===== src/rtl/dfx_pkg.sv =====
package dfx_pkg;
  localparam int BYTE_W = 8;

  typedef enum logic [1:0] {
    ERR_NONE   = 2'd0,
    ERR_HOPS   = 2'd1,
    ERR_NODFLT = 2'd2,
    ERR_BANK   = 2'd3
  } dfx_err_e;
endpackage


===== src/rtl/dfx_hdr_table.sv =====
module dfx_hdr_table #(
  parameter int NUM_STATES = 16,
  parameter int TAG_W      = 8,
  parameter int CW         = 5,
  localparam int SW        = $clog2(NUM_STATES)
) (
  input  logic             clk,
  input  logic             rst,
  input  logic             we,
  input  logic [SW-1:0]    waddr,
  input  logic             w_accept,
  input  logic [TAG_W-1:0] w_tag,
  input  logic             w_root,
  input  logic             w_den,
  input  logic [SW-1:0]    w_dflt,
  input  logic [CW-1:0]    w_cnt,
  input  logic [SW-1:0]    ra,
  output logic             ra_root,
  output logic             ra_den,
  output logic [SW-1:0]    ra_dflt,
  output logic [CW-1:0]    ra_cnt,
  input  logic [SW-1:0]    rb,
  output logic             rb_accept,
  output logic [TAG_W-1:0] rb_tag
);
  logic             acc_r  [NUM_STATES];
  logic [TAG_W-1:0] tag_r  [NUM_STATES];
  logic             root_r [NUM_STATES];
  logic             den_r  [NUM_STATES];
  logic [SW-1:0]    dflt_r [NUM_STATES];
  logic [CW-1:0]    cnt_r  [NUM_STATES];

  always_ff @(posedge clk) begin
    if (rst) begin
      for (int i = 0; i < NUM_STATES; i++) begin
        acc_r[i]  <= 1'b0;
        tag_r[i]  <= '0;
        root_r[i] <= 1'b1;
        den_r[i]  <= 1'b0;
        dflt_r[i] <= '0;
        cnt_r[i]  <= '0;
      end
    end else if (we) begin
      acc_r[waddr]  <= w_accept;
      tag_r[waddr]  <= w_tag;
      root_r[waddr] <= w_root;
      den_r[waddr]  <= w_den;
      dflt_r[waddr] <= w_dflt;
      cnt_r[waddr]  <= w_cnt;
    end
  end

  assign ra_root   = root_r[ra];
  assign ra_den    = den_r[ra];
  assign ra_dflt   = dflt_r[ra];
  assign ra_cnt    = cnt_r[ra];
  assign rb_accept = acc_r[rb];
  assign rb_tag    = tag_r[rb];
endmodule


===== src/rtl/dfx_trans_bank.sv =====
module dfx_trans_bank #(
  parameter int DEPTH = 64,
  parameter int NW    = 4,
  localparam int AW   = $clog2(DEPTH)
) (
  input  logic          clk,
  input  logic          we,
  input  logic [AW-1:0] waddr,
  input  logic [7:0]    w_sym,
  input  logic [NW-1:0] w_next,
  input  logic [AW-1:0] raddr,
  output logic [7:0]    r_sym,
  output logic [NW-1:0] r_next
);
  logic [7:0]    sym_m [DEPTH];
  logic [NW-1:0] nxt_m [DEPTH];

  always_ff @(posedge clk) begin
    if (we) begin
      sym_m[waddr] <= w_sym;
      nxt_m[waddr] <= w_next;
    end
  end

  assign r_sym  = sym_m[raddr];
  assign r_next = nxt_m[raddr];
endmodule


===== src/rtl/dfx_walker.sv =====
module dfx_walker
  import dfx_pkg::*;
#(
  parameter int NUM_STATES = 16,
  parameter int NUM_BANKS  = 4,
  parameter int MAX_TRANS  = 16,
  parameter int MAX_HOPS   = 4,
  parameter int TAG_W      = 8,
  localparam int SW        = $clog2(NUM_STATES),
  localparam int BW        = $clog2(NUM_BANKS),
  localparam int CW        = $clog2(MAX_TRANS + 1),
  localparam int HW        = $clog2(MAX_HOPS + 1)
) (
  input  logic             clk,
  input  logic             rst,
  input  logic             in_valid,
  input  logic [7:0]       in_byte,
  output logic             in_ready,
  output logic             match_valid,
  output logic [TAG_W-1:0] match_tag,
  output logic             err,
  output logic [1:0]       err_cause,
  output logic [SW-1:0]    out_state,
  output logic [SW-1:0]    look_state,
  output logic [CW-1:0]    slot_idx,
  output logic [HW-1:0]    hop_cnt,
  output logic             hop_evt,
  output logic             err_evt,
  input  logic             l_root,
  input  logic             l_den,
  input  logic [SW-1:0]    l_dflt,
  input  logic [CW-1:0]    l_cnt,
  input  logic [7:0]       e_sym,
  input  logic [SW-1:0]    e_next,
  output logic [SW-1:0]    nxt_state,
  input  logic             n_accept,
  input  logic [TAG_W-1:0] n_tag
);
  localparam logic [SW-1:0] START = '0;
  localparam logic [CW-1:0] CNT_MAX = CW'(MAX_TRANS);
  localparam logic [HW-1:0] HOP_MAX = HW'(MAX_HOPS);

  function automatic logic [BW-1:0] bank_of(input logic [SW-1:0] s);
    return s[BW-1:0];
  endfunction

  function automatic logic [CW-1:0] clamp_cnt(input logic [CW-1:0] c);
    return (c > CNT_MAX) ? CNT_MAX : c;
  endfunction

  logic [SW-1:0] cur_q, look_q;
  logic [CW-1:0] idx_q;
  logic [HW-1:0] hops_q;
  logic          slot_live, hit, exh, root_miss, need_hop, take;
  dfx_err_e      code;

  always_comb begin
    slot_live = idx_q < clamp_cnt(l_cnt);
    hit       = in_valid && slot_live && (e_sym == in_byte);
    exh       = in_valid && !slot_live;
    root_miss = exh && l_root;
    need_hop  = exh && !l_root;
    if (!need_hop)                            code = ERR_NONE;
    else if (!l_den)                          code = ERR_NODFLT;
    else if (hops_q >= HOP_MAX)               code = ERR_HOPS;
    else if (bank_of(l_dflt) == bank_of(look_q)) code = ERR_BANK;
    else                                      code = ERR_NONE;
    err_evt   = need_hop && (code != ERR_NONE);
    hop_evt   = need_hop && (code == ERR_NONE);
    take      = hit || root_miss || err_evt;
    nxt_state = hit ? e_next : START;
  end

  always_ff @(posedge clk) begin
    if (rst) begin
      cur_q       <= START;
      look_q      <= START;
      idx_q       <= '0;
      hops_q      <= '0;
      match_valid <= 1'b0;
      match_tag   <= '0;
      err         <= 1'b0;
      err_cause   <= ERR_NONE;
    end else begin
      match_valid <= (hit || root_miss) && n_accept;
      match_tag   <= ((hit || root_miss) && n_accept) ? n_tag : '0;
      err         <= err_evt;
      err_cause   <= err_evt ? code : ERR_NONE;
      if (!in_valid) begin
        look_q <= cur_q;
        idx_q  <= '0;
        hops_q <= '0;
      end else if (take) begin
        cur_q  <= nxt_state;
        look_q <= nxt_state;
        idx_q  <= '0;
        hops_q <= '0;
      end else if (hop_evt) begin
        look_q <= l_dflt;
        idx_q  <= '0;
        hops_q <= hops_q + 1'b1;
      end else begin
        idx_q  <= idx_q + 1'b1;
      end
    end
  end

  assign in_ready   = take;
  assign out_state  = cur_q;
  assign look_state = look_q;
  assign slot_idx   = idx_q;
  assign hop_cnt    = hops_q;
endmodule


===== src/rtl/dfx_scan_top.sv =====
module dfx_scan_top #(
  parameter int NUM_STATES = 16,
  parameter int NUM_BANKS  = 4,
  parameter int MAX_TRANS  = 16,
  parameter int MAX_HOPS   = 4,
  parameter int TAG_W      = 8,
  localparam int SW        = $clog2(NUM_STATES),
  localparam int BW        = $clog2(NUM_BANKS),
  localparam int TIW       = $clog2(MAX_TRANS),
  localparam int CW        = $clog2(MAX_TRANS + 1),
  localparam int HW        = $clog2(MAX_HOPS + 1),
  localparam int ROWS      = NUM_STATES / NUM_BANKS,
  localparam int BDEPTH    = ROWS << TIW,
  localparam int BAW       = $clog2(BDEPTH)
) (
  input  logic             clk,
  input  logic             rst,
  input  logic             in_valid,
  input  logic [7:0]       in_byte,
  output logic             in_ready,
  output logic             match_valid,
  output logic [TAG_W-1:0] match_tag,
  output logic             err,
  output logic [1:0]       err_cause,
  output logic [SW-1:0]    out_state,
  input  logic             wr_en,
  input  logic             wr_hdr,
  input  logic [SW-1:0]    wr_state,
  input  logic [TIW-1:0]   wr_slot,
  input  logic [7:0]       wr_sym,
  input  logic [SW-1:0]    wr_next,
  input  logic             wr_dflt_en,
  input  logic             wr_root,
  input  logic             wr_accept,
  input  logic [TAG_W-1:0] wr_tag,
  input  logic [CW-1:0]    wr_count
);
  function automatic logic [BAW-1:0] row_addr(input logic [SW-1:0] s,
                                              input logic [TIW-1:0] slot);
    return {s[SW-1:BW], slot};
  endfunction

  logic             wr_ok;
  logic [SW-1:0]    look_state, nxt_state;
  logic [CW-1:0]    slot_idx;
  logic [HW-1:0]    hop_cnt;
  logic             hop_evt, err_evt;
  logic             l_root, l_den, n_accept;
  logic [SW-1:0]    l_dflt, e_next;
  logic [CW-1:0]    l_cnt;
  logic [TAG_W-1:0] n_tag;
  logic [7:0]       e_sym;
  logic [7:0]       bk_sym  [NUM_BANKS];
  logic [SW-1:0]    bk_next [NUM_BANKS];
  logic [BAW-1:0]   rd_addr;

  assign wr_ok   = wr_en && !in_valid;
  assign rd_addr = row_addr(look_state, slot_idx[TIW-1:0]);

  dfx_hdr_table #(.NUM_STATES(NUM_STATES), .TAG_W(TAG_W), .CW(CW)) u_hdr (
    .clk(clk), .rst(rst), .we(wr_ok && wr_hdr), .waddr(wr_state),
    .w_accept(wr_accept), .w_tag(wr_tag), .w_root(wr_root),
    .w_den(wr_dflt_en), .w_dflt(wr_next), .w_cnt(wr_count),
    .ra(look_state), .ra_root(l_root), .ra_den(l_den), .ra_dflt(l_dflt),
    .ra_cnt(l_cnt), .rb(nxt_state), .rb_accept(n_accept), .rb_tag(n_tag)
  );

  for (genvar b = 0; b < NUM_BANKS; b++) begin : g_bank
    dfx_trans_bank #(.DEPTH(BDEPTH), .NW(SW)) u_bank (
      .clk(clk),
      .we(wr_ok && !wr_hdr && (wr_state[BW-1:0] == BW'(b))),
      .waddr(row_addr(wr_state, wr_slot)),
      .w_sym(wr_sym), .w_next(wr_next),
      .raddr(rd_addr), .r_sym(bk_sym[b]), .r_next(bk_next[b])
    );
  end

  assign e_sym  = bk_sym[look_state[BW-1:0]];
  assign e_next = bk_next[look_state[BW-1:0]];

  dfx_walker #(
    .NUM_STATES(NUM_STATES), .NUM_BANKS(NUM_BANKS), .MAX_TRANS(MAX_TRANS),
    .MAX_HOPS(MAX_HOPS), .TAG_W(TAG_W)
  ) u_walk (
    .clk(clk), .rst(rst), .in_valid(in_valid), .in_byte(in_byte),
    .in_ready(in_ready), .match_valid(match_valid), .match_tag(match_tag),
    .err(err), .err_cause(err_cause), .out_state(out_state),
    .look_state(look_state), .slot_idx(slot_idx), .hop_cnt(hop_cnt),
    .hop_evt(hop_evt), .err_evt(err_evt),
    .l_root(l_root), .l_den(l_den), .l_dflt(l_dflt), .l_cnt(l_cnt),
    .e_sym(e_sym), .e_next(e_next), .nxt_state(nxt_state),
    .n_accept(n_accept), .n_tag(n_tag)
  );
endmodule


===== config.mk =====
export PLATFORM = sky130hd
export DESIGN_NAME = dfx_scan_top
export DESIGN_NICKNAME = d
export VERILOG_FILES = /design/src/rtl/dfx_pkg.sv /design/src/rtl/dfx_hdr_table.sv /design/src/rtl/dfx_trans_bank.sv /design/src/rtl/dfx_walker.sv /design/src/rtl/dfx_scan_top.sv
export SDC_FILE = /design/constraint.sdc
export NUM_CORES = 2
export LEC_CHECK = 0
export BUFFER_PORTS_ARGS = -buffer_cell sky130_fd_sc_hd__buf_2
export CELL_PAD_IN_SITES_DETAIL_PLACEMENT = 2
export CELL_PAD_IN_SITES_GLOBAL_PLACEMENT = 2
export CORE_ASPECT_RATIO = 1.2
export CORE_MARGIN = 2
export CORE_UTILIZATION = 35
export CTS_CLUSTER_SIZE = 25
export DETAILED_ROUTE_END_ITERATION = 8
export GPL_ROUTABILITY_DRIVEN = 0
export PLACE_DENSITY = 0.61
export SYNTH_ARGS = -nofsm -noshare
export SYNTH_HDL_FRONTEND = slang
export SYNTH_SLANG_ARGS = --single-unit

===== constraint.sdc =====
create_clock -name clk -period 18.3 [get_ports clk]
set_clock_uncertainty 0.1 [all_clocks]
set_input_delay 0.915 -clock clk [delete_from_list [all_inputs] [get_ports clk]]
set_output_delay 0.915 -clock clk [all_outputs]
set_load 0.01 [all_outputs]

==> run metrics <==
final hold viol count=0; Commonest cells post-synth=edfxtp_1 (3376), mux4_2 (686), mux2i_1 (361); violated checks=max-capacitance violations, max-slew violations; TritonCTS clock tree=done; initial antenna violation count=47; Switching Fraction=0.248; Clock transition at path regs=0.06 ns; Top FF cell, synth=edfxtp_1; CTS Sinks=3424; Hold Crit Start=wr_next[0]; Switching Power=0.00445 W; worst path buffer plus inverter count=5; synth warn=0; Max clock buf depth=4; fin crit share=0.528; First DRT Iteration DRCs=9003; CTS root buf=clkbuf_16; Final setup viols=0; Comb power frac=0.105; Layout Nets=7332; type of origin of the critical path=register; sequential area share after synthesis=0.755; TritonRoute pass-1 iters=6; number of I/O pins=66; Setup Buffers After CTS=0; clock network latency to the later pin of the worst-skew pair=0.97 ns; Int Pwr=0.0135 W; Setup TNS=0 ns; Worst Path Max Fanout=40; Worst R2R Start=u_walk.slot_idx[0]; CP max stage cell=o41ai_1; crit-path max cell delay=1.04 ns; number of port buffers=65; Synth Area in Simple Gates=0.0409; number of flops mapped to enable cells by yosys=3376; DRC Markers=0; Placed Area=144000 µm²; gr usage total=0.249; adder-cell share of the synthesized area=0.000647; Final ANT Viol Nets=0; Routed WL=494000 µm; GRT Residual Overflow=0; first-pass GRT wire length=673000 µm; Clk network pwr share=0.410; Top delay family on crit path=buffers and inverters; height of the die=686 µm; DP HPWL=304000 µm; Fillers=36200; XOR/XNOR Fraction of Synth Area=0.000905; worst endpoint required time=17.28 ns; most used cell, CP=buf_4; Pleak=48.1 nW; Mapped Area=135000 µm²; syn_nets=6893; Storage cell area=102000 µm²; H-tree levels=5; post-CTS sizing=0; die span in x=572 µm; unrepaired setup endpoints after global routing=no; CP arrival=8.65 ns; status=finished with violations; compound-gate portion of the synthesized area=0.0338; Max VDD drop=0.0731 mV; largest net degree at the start of global routing=129; synthesis-to-finish area growth=14.6%; hold slack=0.242 ns; Slew Viols, Final=2; total power=0.0179 W; multiplexer share of the synthesized area=0.150; critical path class=register to output port; Max Fclk=0.103 GHz; die area=392000 µm²; top cell type's share of synthesized area=0.748; Area contributors post-synth=edfxtp_1 (75%), mux4_2 (11%), mux2i_1 (2.7%), and2_1 (1.4%), nor2_1 (0.97%); Worst Hold Class=input pin to register; TritonCTS buffer count=361; Yosys reg bits=3424; via count=73400; Final min period=9.67 ns; largest family of logic cells by synthesized area=multiplexers; vias in the first global route=77900; Core Box Area=386000 µm²; Async SR Flop Fraction=0; pre-CTS setup slack=9.54 ns; hold buffers post-CTS=0; Synth cell types=89; CP Capture Type=output port; CP cell instances=buf_4 > buf_4 > buf_4 > mux4_2 > nand2_1 > a21oi_1 > o41ai_1 > a221o_1 > xor2_1 > and4b_2 > nand2_2 > o211a_1 > inv_1 > buf_2; largest area contributor in the netlist=edfxtp_1; syn avg cell area=19.8 µm²; DR vias/cell=5.75; Cell Pwr Density=115 nW/µm²; worst setup margin=8.63 ns; starting density of the core=0.351; relative slew slack=-0.0442; WL/cell=38.7 µm; Critical Path Start=u_walk.slot_idx[0]; max cap viols=1; Row Count=250; Final Cell Area=155000 µm²; Mapped Cells=6837; worst-margin pin slew=1.55 ns; Multi-input gate area=30900 µm²; power share of the sequential group=0.485; share of cells above drive strength 1=0.247; count leader, synth=edfxtp_1
[power groups by stage]
stage | logic [W] | clock network [W] | registers, W
floorplan | 0.00111 | 0 | 0.00883
global placement | 0.00185 | 0 | 0.00886
detailed placement | 0.00188 | 0 | 0.00886
CTS | 0.00189 | 0.00745 | 0.00870
global route | 0.00195 | 0.00771 | 0.00870
finish | 0.00188 | 0.00734 | 0.00870
[state kept, by name, summed over array words and instances, names as in the netlist, named ones only]
signal and cells:
g_bank.u_bank.sym_m 2048, u_walk.look_state 4, u_hdr.den_r 16, u_hdr.dflt_r 64
u_hdr.cnt_r 80, u_hdr.acc_r 16, u_hdr.root_r 16, u_walk.match_valid 1
u_walk.hop_cnt 3, u_walk.slot_idx 5, u_hdr.tag_r 128, u_walk.err_cause 2
g_bank.u_bank.nxt_m 1024, u_walk.match_tag 8, u_walk.err 1, u_walk.out_state 4
[layout by cell type (no fill, tap or decap), drive strengths merged, types with 128 or more instances in the layout]
master,Yosys,layout
and2,312,312
nand2,284,284
a21oi,129,129
mux4,701,701
nor2,352,352
mux2i,361,361
edfxtp,3376,3376
clkinv,0,151
clkbuf,226,460
buf,205,500
a22oi,128,128
[layer usage]
layer | up-vias | track usage | wire length (µm)
met3 | 777 | 0.0405 | 33300
met5 | - | 0 | 112
met1 | 40600 | 0.314 | 190000
li1 | 28800 | - | -
met2 | 3175 | 0.424 | 247000
met4 | 18 | 0.106 | 23700
[stage by stage]
stage / utilization / cells
finish: 0.403 / 12800
global route: 0.402 / 12700
CTS: 0.402 / 12700
detailed placement: 0.373 / 12100
global placement: 0.372 / 12100
floorplan: - / 6837
[final timing paths]
check / to / slack (ns) / depth (start not counted)
worst max-delay path: in_ready / 8.63 / 14
worst min-delay path: g_bank[0].u_bank.nxt_m[63][0] / 0.24 / 1
worst max register to register: u_walk.match_tag[0] / 9.64 / 14
worst min register to register: u_walk.hop_cnt[1] / 0.41 / 2
[cells by family (layout without fill, tap and decap cells)]
family	Yosys count	after routing
AO/OA/AOI/OAI	668	668
XOR/XNOR	14	14
adder cells (fa/ha/maj)	7	7
buffers and inverters	450	1183
flip-flops	3424	3424
multiplexers	1134	1134
other	0	27
AND/OR/NAND/NOR	1140	1140
[area by class of cell]
cell class,instances,share of cell area
inverter,19,0.000524
tap,5166,0.0416
clock inverter,204,0.0127
sequential,3424,0.659
antenna,27,0.000435
timing repair buffer,507,0.0252
multi-input combinational,2963,0.199
clock buffer,453,0.0616
[worst reg2reg max path, cell delays in order, from the launching register on]
cell and delay (ns):
dfxtp_4 0.91, buf_4 0.81, buf_4 0.77, buf_12 0.70, mux4_2 0.65, mux2i_1 0.36, o21ai_0 0.15, o22ai_1 0.90
a221oi_1 0.35, xnor2_1 0.37, nand4_1 0.91, or4b_1 0.85, a32oi_1 0.34, a211oi_4 0.19, a21boi_1 0.18
(Power assumes the default switching activity.)
